===== config.mk =====
export PLATFORM = sky130hd
export DESIGN_NAME = twin_timer
export DESIGN_NICKNAME = d
export VERILOG_FILES = /design/src/rtl/tmr_pkg.sv /design/src/rtl/tmr_unit.sv /design/src/rtl/tmr_ctl.sv /design/src/rtl/twin_timer.sv
export SDC_FILE = /design/constraint.sdc
export NUM_CORES = 1
export LEC_CHECK = 0
export CAP_MARGIN = 5
export CORE_MARGIN = 1
export CORE_UTILIZATION = 30
export CTS_CLUSTER_DIAMETER = 120
export DETAILED_ROUTE_END_ITERATION = 8
export PLACE_DENSITY = 0.56
export SLEW_MARGIN = 15
export SYNTH_ARGS = -nofsm -noshare
export SYNTH_HDL_FRONTEND = slang
export SYNTH_HIERARCHICAL = 1
export SYNTH_SLANG_ARGS = --single-unit
export TNS_END_PERCENT = 1

===== constraint.sdc =====
create_clock -name clk -period 2.3 [get_ports clk]
set_input_delay 0.46 -clock clk [delete_from_list [all_inputs] [get_ports clk]]
set_output_delay 0.46 -clock clk [all_outputs]
set_load 0.01 [all_outputs]

===== src/rtl/tmr_pkg.sv =====
package tmr_pkg;
  localparam int BYTE_W = 8;
  localparam int M0_LO_BITS = 5;
  localparam logic [BYTE_W-1:0] B_ONE = 1;
  localparam logic [M0_LO_BITS-1:0] P_ONE = 1;
  localparam logic [2*BYTE_W-1:0] W_ONE = 1;

  typedef enum logic [1:0] {MD_13 = 2'd0, MD_16 = 2'd1, MD_RLD = 2'd2, MD_SPLIT = 2'd3} tmode_e;

  typedef struct packed {
    logic [BYTE_W-1:0] hi;
    logic [BYTE_W-1:0] lo;
    logic              ovf;
  } step_t;

  function automatic logic [BYTE_W-1:0] bump(input logic [BYTE_W-1:0] v);
    return v + B_ONE;
  endfunction

  // one count step for the chained modes (0, 1, 2)
  function automatic step_t count_step(input tmode_e md, input logic [BYTE_W-1:0] hi,
                                       input logic [BYTE_W-1:0] lo);
    step_t r;
    r.hi = hi;
    r.lo = lo;
    r.ovf = 1'b0;
    case (md)
      MD_13: begin
        if (&lo[M0_LO_BITS-1:0]) begin
          r.lo[M0_LO_BITS-1:0] = '0;
          r.hi = bump(hi);
          r.ovf = &hi;
        end else begin
          r.lo[M0_LO_BITS-1:0] = lo[M0_LO_BITS-1:0] + P_ONE;
        end
      end
      MD_16: begin
        {r.hi, r.lo} = {hi, lo} + W_ONE;
        r.ovf = &{hi, lo};
      end
      MD_RLD: begin
        if (&lo) begin
          r.lo = hi;
          r.ovf = 1'b1;
        end else begin
          r.lo = bump(lo);
        end
      end
      default: ;
    endcase
    return r;
  endfunction
endpackage


===== src/rtl/tmr_unit.sv =====
module tmr_unit
  import tmr_pkg::*;
#(
  parameter bit SPLIT_M3 = 1'b0
) (
  input  logic              clk,
  input  logic              rst_n,
  input  logic              tick,
  input  logic [1:0]        mode,
  input  logic              run_a,
  input  logic              run_b,
  input  logic              wr_lo,
  input  logic              wr_hi,
  input  logic [BYTE_W-1:0] wr_data,
  output logic [BYTE_W-1:0] lo_q,
  output logic [BYTE_W-1:0] hi_q,
  output logic              ovf_a,
  output logic              ovf_b
);
  tmode_e md;
  step_t  st;
  logic [BYTE_W-1:0] lo_n, hi_n, sp_lo, sp_hi;
  logic sp_oa, sp_ob;

  assign md = tmode_e'(mode);
  assign st = count_step(md, hi_q, lo_q);

  // mode 3 variant: split counters or frozen count
  if (SPLIT_M3) begin : g_split
    always_comb begin
      sp_lo = lo_q;
      sp_hi = hi_q;
      sp_oa = 1'b0;
      sp_ob = 1'b0;
      if (tick && run_a) begin
        sp_lo = bump(lo_q);
        sp_oa = &lo_q;
      end
      if (tick && run_b) begin
        sp_hi = bump(hi_q);
        sp_ob = &hi_q;
      end
    end
  end else begin : g_hold
    assign sp_lo = lo_q;
    assign sp_hi = hi_q;
    assign sp_oa = 1'b0;
    assign sp_ob = 1'b0;
  end

  always_comb begin
    lo_n  = lo_q;
    hi_n  = hi_q;
    ovf_a = 1'b0;
    ovf_b = 1'b0;
    if (md == MD_SPLIT) begin
      lo_n  = sp_lo;
      hi_n  = sp_hi;
      ovf_a = sp_oa;
      ovf_b = sp_ob;
    end else if (tick && run_a) begin
      lo_n  = st.lo;
      hi_n  = st.hi;
      ovf_a = st.ovf;
    end
    if (wr_lo) lo_n = wr_data;
    if (wr_hi) hi_n = wr_data;
  end

  always_ff @(posedge clk) begin
    if (!rst_n) begin
      lo_q <= '0;
      hi_q <= '0;
    end else begin
      lo_q <= lo_n;
      hi_q <= hi_n;
    end
  end
endmodule


===== src/rtl/tmr_ctl.sv =====
module tmr_ctl
  import tmr_pkg::*;
(
  input  logic              clk,
  input  logic              rst_n,
  input  logic              wr_ctl,
  input  logic              wr_mode,
  input  logic [BYTE_W-1:0] wr_data,
  input  logic              set_f0,
  input  logic              set_f1,
  input  logic              ack0,
  input  logic              ack1,
  output logic [BYTE_W-1:0] ctl_q,
  output logic [3:0]        mode_q
);
  localparam int F1_B = 7;
  localparam int F0_B = 5;
  logic [BYTE_W-1:0] ctl_n;

  always_comb begin
    ctl_n = ctl_q;
    if (wr_ctl) begin
      ctl_n = wr_data;
    end else begin
      if (ack0) ctl_n[F0_B] = 1'b0;
      if (ack1) ctl_n[F1_B] = 1'b0;
    end
    if (set_f0) ctl_n[F0_B] = 1'b1;
    if (set_f1) ctl_n[F1_B] = 1'b1;
  end

  always_ff @(posedge clk) begin
    if (!rst_n) begin
      ctl_q  <= '0;
      mode_q <= '0;
    end else begin
      ctl_q <= ctl_n;
      if (wr_mode) mode_q <= wr_data[3:0];
    end
  end
endmodule


===== src/rtl/twin_timer.sv =====
module twin_timer
  import tmr_pkg::*;
(
  input  logic              clk,
  input  logic              rst_n,
  input  logic              tick,
  input  logic              wr_ctl,
  input  logic              wr_mode,
  input  logic              wr_lo0,
  input  logic              wr_hi0,
  input  logic              wr_lo1,
  input  logic              wr_hi1,
  input  logic [BYTE_W-1:0] wr_data,
  input  logic              ack0,
  input  logic              ack1,
  output logic [BYTE_W-1:0] lo0,
  output logic [BYTE_W-1:0] hi0,
  output logic [BYTE_W-1:0] lo1,
  output logic [BYTE_W-1:0] hi1,
  output logic [BYTE_W-1:0] ctl_q,
  output logic              irq0,
  output logic              irq1
);
  localparam int NT = 2;
  localparam int RUN0_B = 4;
  localparam int RUN1_B = 6;

  logic [3:0]        mode_q;
  logic [1:0]        t0_mode, t1_mode;
  logic              run0, run1, t0_split;
  logic              set_tf0, set_tf1;
  logic [NT-1:0]     wl, wh, ra, rb, oa, ob;
  logic [BYTE_W-1:0] lo_v [NT];
  logic [BYTE_W-1:0] hi_v [NT];
  logic [1:0]        md_v [NT];

  assign t0_mode  = mode_q[1:0];
  assign t1_mode  = mode_q[3:2];
  assign run0     = ctl_q[RUN0_B];
  assign run1     = ctl_q[RUN1_B];
  assign t0_split = (t0_mode == MD_SPLIT);

  assign wl   = {wr_lo1, wr_lo0};
  assign wh   = {wr_hi1, wr_hi0};
  assign ra   = {run1, run0};
  assign rb   = {1'b0, run1};
  assign md_v[0] = t0_mode;
  assign md_v[1] = t1_mode;

  for (genvar g = 0; g < NT; g++) begin : g_tmr
    tmr_unit #(.SPLIT_M3(g == 0)) u_unit (
      .clk(clk), .rst_n(rst_n), .tick(tick), .mode(md_v[g]),
      .run_a(ra[g]), .run_b(rb[g]), .wr_lo(wl[g]), .wr_hi(wh[g]),
      .wr_data(wr_data), .lo_q(lo_v[g]), .hi_q(hi_v[g]),
      .ovf_a(oa[g]), .ovf_b(ob[g])
    );
  end

  // flag sources; timer 0 split mode takes over timer 1's flag
  assign set_tf0 = oa[0];
  assign set_tf1 = t0_split ? ob[0] : oa[1];

  tmr_ctl u_ctl (
    .clk(clk), .rst_n(rst_n), .wr_ctl(wr_ctl), .wr_mode(wr_mode),
    .wr_data(wr_data), .set_f0(set_tf0), .set_f1(set_tf1),
    .ack0(ack0), .ack1(ack1), .ctl_q(ctl_q), .mode_q(mode_q)
  );

  assign lo0  = lo_v[0];
  assign hi0  = hi_v[0];
  assign lo1  = lo_v[1];
  assign hi1  = hi_v[1];
  assign irq0 = ctl_q[5];
  assign irq1 = ctl_q[7];
endmodule


==> impl_results.md, run 1 <==
- Outcome: completed
- Final Util: 0.411
- CTS root buf: clkbuf_8
- Synth warnings: 6
- Antenna Violating Nets Remaining: 0
- Routed WL per cell: 16.3 µm
- Rows: 35
- Die area: a little over 0.01 mm²
- Internal power: about 1.4 mW
- Crit-path leading delay family: simple AND/OR/NAND/NOR gates
- Latest clock arrival within the worst-skew pair: a little over 300 ps
- Max Clock Freq: 0.465 GHz
- Layout Nets: 450
- Layout cells sized above 1: 0.105
- Placed inst area: roughly 0.0037 mm²
- Leak pwr: around 1.4 nW
- DR vias: 2915
- Placed Instances: around 540
- Synthesized area per cell: just over 8 µm²
- Final wirelength: 8950 µm
- Mapped Area: slightly below 0.003 mm²
- Post-CTS Setup Bufs: 0
- Die Height: 101 µm
- Final Cycle Share: 0.934
- Clk buf depth: 2
- CP Cell Sequence: ha_1, nand3_1, inv_1, ha_1, mux2i_1, or2_4, nor4_1, xnor2_1, a21oi_1
- RSZ-0062 raised after global routing: no
- CP peak stage delay: between 300 and 400 ps
- Period minus WS final: around 2100 ps
- Fin Setup TNS: 0 ps
- Slew headroom: 0.643
- Largest net degree at the start of global routing: 23
- Slew @ Worst Pin: 530 ps
- Clk pin slew, worst setup/hold paths: roughly 90 ps
- Routability cong.: around 0.85
- CTS tree: yes
- Clock skew: between 10 and 15 ps
- Min-Delay Path Class: flip-flop to flip-flop
- # setup viols final: 0
- Final Hold Fails: 0
- I/O pins: slightly above 60
- R2R Setup Slk: 150 ps
- Critical Path Most Common Cell: ha_1
- Drc violations: 0
- Max-slew violations: 0
- Initial antenna violation count: 0
- Clock power share: 0.327
- Setup slack at placement: between 7 and 8 ps
- Fill cells: 970
- Crit start category: flip-flop
- DR vias/cell: about 5.3
- Post_cts resized: 0
- Worst path bufs/invs: 1
- Vias in the first global route: ~2700
- CTS Buf Count: 5
- CTS hold repair buffers: 0
- DR iter-0 viols: between 150 and 200
- Die width: 101 µm
- P per Cell Area: around 510 mW/mm²
- Layout area overhead: 31.7%
- I/O Buffers: 60
- CTS sink cnt: 44
- PnR worst setup slack: between 150 and 200 ps
- Finished Layout Cells: 550
- Syn Nets: about 380
- Grt total ovfl: 0
- First-pass GRT wire length: about 14000 µm
- Overall global routing resource usage: 0.181
- DRT Pass-1 Iters: 6
- Maximum vdd drop: 0.248 mV
- Final instance area: 0.00383 mm²
- Mapped Cells: 351
- Arr. time, crit path: around 2300 ps
- H-tree depth: 2
- Critical path class: flip-flop to flip-flop
- Core ar.: between 0.009 and 0.01 mm²
- Max Cap Viol: 0
- Crit end category: flip-flop
- Post-DP HPWL: just under 7000 µm
- Starting Density: 0.312
- Ant. Diodes: 0
- Crit path required time: ~2500 ps
- CP Max Fanout: 4
- Seq pwr share: 0.458
- Comb pwr share: 0.215
- Slowest cell on crit path: dfxtp_1
- Sw frac: 0.302
- Net Switching: about 0.59 mW
==> layout by cell type (no fill, tap or decap), types with 10 or more instances in the layout <==
cell type / instances
nor2b_1: 14
mux2i_1: 13
xnor2_1: 12
xor2_1: 10
nand3_1: 14
o21ai_0: 34
nand2_1: 16
nor3_1: 16
ha_1: 11
dfxtp_1: 44
buf_4: 21
nand4_1: 13
nor2_1: 16
inv_1: 15
clkdlybuf4s50_1: 60
a21oi_1: 30
==> worst paths after layout <==
check	startpoint	endpoint	cells after the start
max reg2reg	g_tmr[1].u_unit/lo_q[1]	g_tmr[1].u_unit/hi_q[7]	9
min reg2reg	u_ctl/ctl_q[3]	u_ctl/ctl_q[3]	2
max	g_tmr[1].u_unit/lo_q[1]	g_tmr[1].u_unit/hi_q[7]	9
min	u_ctl/ctl_q[3]	u_ctl/ctl_q[3]	2
==> worst min-delay path: stages (launching register included) <==
cell and delay, ps:
dfxtp_1 340, mux2i_1 70, nor2b_1 100
==> power by group through the flow <==
stage / Sequential [mW] / Combinational, mW / Clock [mW]
after global routing: 0.900 / 0.456 / 0.684
after floorplan: 0.909 / 0.199 / 0
after CTS: 0.891 / 0.420 / 0.648
after global placement: 0.907 / 0.414 / 0
after detailed placement: 0.909 / 0.417 / 0
final: 0.891 / 0.418 / 0.635
==> area by class of cell <==
type,instances,area [µm²],area share
Clock inverter,3,46.3,0.0121
Sequential cell,44,881,0.230
Tap cell,129,161,0.0421
Multi-Input combinational cell,273,1860,0.486
Inverter,15,56.3,0.0147
Timing Repair Buffer,81,758,0.198
Clock buffer,5,68.8,0.0179
==> registers in the layout, summed over array words and instances, names as in the netlist <==
name,flops
g_tmr.u_unit/hi_q,16
u_ctl/ctl_q,8
g_tmr.u_unit/lo_q,16
u_ctl/mode_q,4
==> per-stage QoR <==
step | total power [mW] | hold WS, ps
5_1_grt | 2.04 | 575
3_3_place_gp | 1.32 | 497
6_report | 1.94 | 534
3_5_place_dp | 1.33 | 524
4_1_cts | 1.96 | 546
2_1_floorplan | 1.11 | 500
==> per-layer routing <==
metal / vias up / track usage / routed length [µm]
met5: - / 0 / 0
met4: 0 / 0.0412 / 86
met3: 7 / 0.0264 / 393
met2: 74 / 0.301 / 4320
met1: 1400 / 0.248 / 4150
li1: 1434 / - / -
No activity file was read; power rests on OpenSTA's default activity.
==> run 2: changes to the inputs <==
==> constraint.sdc (replaced) <==
create_clock -name clk -period 2.3 [get_ports clk]
set_input_delay 0.345 -clock clk [delete_from_list [all_inputs] [get_ports clk]]
set_output_delay 0.345 -clock clk [all_outputs]
set_load 0.01 [all_outputs]
==> impl_results.md, run 2 (synthesis results as in run 1) <==
- Fin Setup TNS: 0 ps
- Die Height: between 100 and 150 µm
- Post-CTS Setup Bufs: 0
- Ant. Diodes: 0
- Commonest non-fill, non-tap cell in the layout: clkdlybuf4s50_1
- Multi-input gate area in the final layout: between 0.0015 and 0.002 mm²
- Slew @ Worst Pin: approximately 500 ps
- CP Max Fanout: 6
- CTS Buf Count: 5
- Outcome: completed
- Slew headroom: 0.663
- FF-to-FF path depth: 9
- Max-slew violations: 0
- P per Cell Area: 503 mW/mm²
- Critical path class: flip-flop to flip-flop
- Clock power share: 0.318
- Reg-to-Reg Start: g_tmr[0].u_unit/lo_q[0]
- Hold Startpoint: u_ctl/ctl_q[0]
- Met2 WL: 4400 µm
- Crit end category: flip-flop
- DRT Pass-1 Iters: 5
- Final Cycle Share: 0.892
- Die width: 101 µm
- # setup viols final: 0
- Top layer in use: met4
- Layout cells sized above 1: 0.0957
- Die area: around 0.010 mm²
- Post_cts resized: 0
- Final Hold Fails: 0
- Clk pin slew, worst setup/hold paths: 90 ps
- Core ar.: slightly above 0.009 mm²
- Starting Density: 0.312
- Largest net degree at the start of global routing: 24
- Clk buf depth: 2
- Grt total ovfl: 0
- Hold Path Depth: 2
- Layout Nets: roughly 450
- Max Cap Viol: 0
- RSZ-0062 raised after global routing: no
- Antenna Violating Nets Remaining: 0
- DR vias: a little under 3000
- CTS tree: yes
- DR vias/cell: 5.27
- Vias in the first global route: about 2700
- CTS root buf: clkbuf_8
- R2R Setup Slk: between 200 and 250 ps
- Final wirelength: slightly below 9000 µm
- Drc violations: 0
- Maximum vdd drop: 0.255 mV
- Post-DP HPWL: around 6700 µm
- Routed wl met3: approximately 260 µm
- Min-Delay Path Class: flip-flop to flip-flop
- Routability cong.: 0.852
- Period minus WS final: slightly above 2000 ps
- Arr. time, crit path: between 2000 and 2500 ps
- FF+latch area: just under 900 µm²
- Layout area overhead: 30.5%
- I/O pins: between 60 and 70
- I/O Buffers: 60
- CTS sink cnt: 44
- Most frequent cells in the layout: clkdlybuf4s50_1, dfxtp_1, o21ai_0, a21oi_1, buf_4
- Overall global routing resource usage: 0.184
- Crit start category: flip-flop
- Initial antenna violation count: 0
- Net Switching: around 0.56 mW
- Fill cells: ~960
- H-tree depth: 2
- Leak pwr: between 1 and 1.5 nW
- Hold endpoint: u_ctl/ctl_q[0]
- CTS hold repair buffers: 0
- Wl on met1: 4160 µm
- Largest regs: g_tmr.u_unit/hi_q x16, g_tmr.u_unit/lo_q x16, u_ctl/ctl_q x8
- Clock skew: 12.7 ps
- Seq pwr share: 0.466
- Latest clock arrival within the worst-skew pair: ~300 ps
- Sw frac: 0.295
- First-pass GRT wire length: about 14000 µm
- Crit path required time: approximately 2500 ps
- DR iter-0 viols: between 100 and 150
- Rows: 35
- Comb pwr share: 0.216
- Max Clock Freq: around 0.49 GHz
- Routed WL per cell: ~16 µm
- Internal power: roughly 1.3 mW
- Total power: around 1.9 mW
- Reg2reg end: u_ctl/ctl_q[5]
-- run 2: worst max path at each step --
stage,from,endpoint,cells after the start
CTS,g_tmr[1].u_unit/lo_q[0],u_ctl/ctl_q[7],10
detailed placement,tick,g_tmr[1].u_unit/lo_q[4],6
global placement,tick,g_tmr[1].u_unit/lo_q[4],6
floorplan,g_tmr[0].u_unit/lo_q[0],u_ctl/ctl_q[5],9
global route,g_tmr[1].u_unit/lo_q[1],g_tmr[1].u_unit/hi_q[5],9
finish,g_tmr[0].u_unit/lo_q[0],u_ctl/ctl_q[5],9
-- run 2: layer usage --
metal  global-route usage  vias up
met5                    0        -
met4               0.0368        0
met3               0.0208        2
met2                0.315       46
met1                0.249     1408
li1                     -     1428
-- run 2: per-stage QoR --
step	utilization	std cells	setup slack (ps)	hold WS, ps	area, µm²
after floorplan	-	351	186	478	2910
after global placement	0.396	539	180	499	3690
after detailed placement	0.396	539	75.4	511	3690
after CTS	0.408	547	245	533	3800
after global routing	0.408	547	58.3	554	3800
final	0.408	547	247	530	3800
-- run 2: worst max-delay path: stages (launching register included) --
cell and delay (ps):
dfxtp_1 450, ha_1 200, and3_1 150, ha_1 150
nor3b_1 250, a41oi_1 60, or3_1 320, a21oi_1 170
a21oi_1 70, a21boi_1 160
-- run 2: power by group through the flow --
| stage | Combinational (mW) | Clock [mW] | Sequential (mW) |
|---|---|---|---|
| finish | 0.413 | 0.608 | 0.890 |
| global placement | 0.411 | 0 | 0.907 |
| floorplan | 0.199 | 0 | 0.909 |
| CTS | 0.416 | 0.634 | 0.890 |
| global route | 0.456 | 0.667 | 0.898 |
| detailed placement | 0.415 | 0 | 0.907 |
-- run 2: final cells by class --
class,count,share of cell area
Clock buffer,5,0.0181
Clock inverter,3,0.0112
Multi-Input combinational cell,273,0.488
Inverter,15,0.0148
Sequential cell,44,0.232
Tap cell,129,0.0424
Timing Repair Buffer,78,0.193
==> run 3: changes to the inputs <==
--- a/config.mk
+++ b/config.mk
@@ -10,6 +10,7 @@
 export CORE_UTILIZATION = 30
 export CTS_CLUSTER_DIAMETER = 120
 export DETAILED_ROUTE_END_ITERATION = 8
+export GPL_ROUTABILITY_DRIVEN = 0
 export PLACE_DENSITY = 0.56
 export SLEW_MARGIN = 15
 export SYNTH_ARGS = -nofsm -noshare
==> results of run 3 <==
The final DEF is identical to that of run 2; final timing and power are the same.
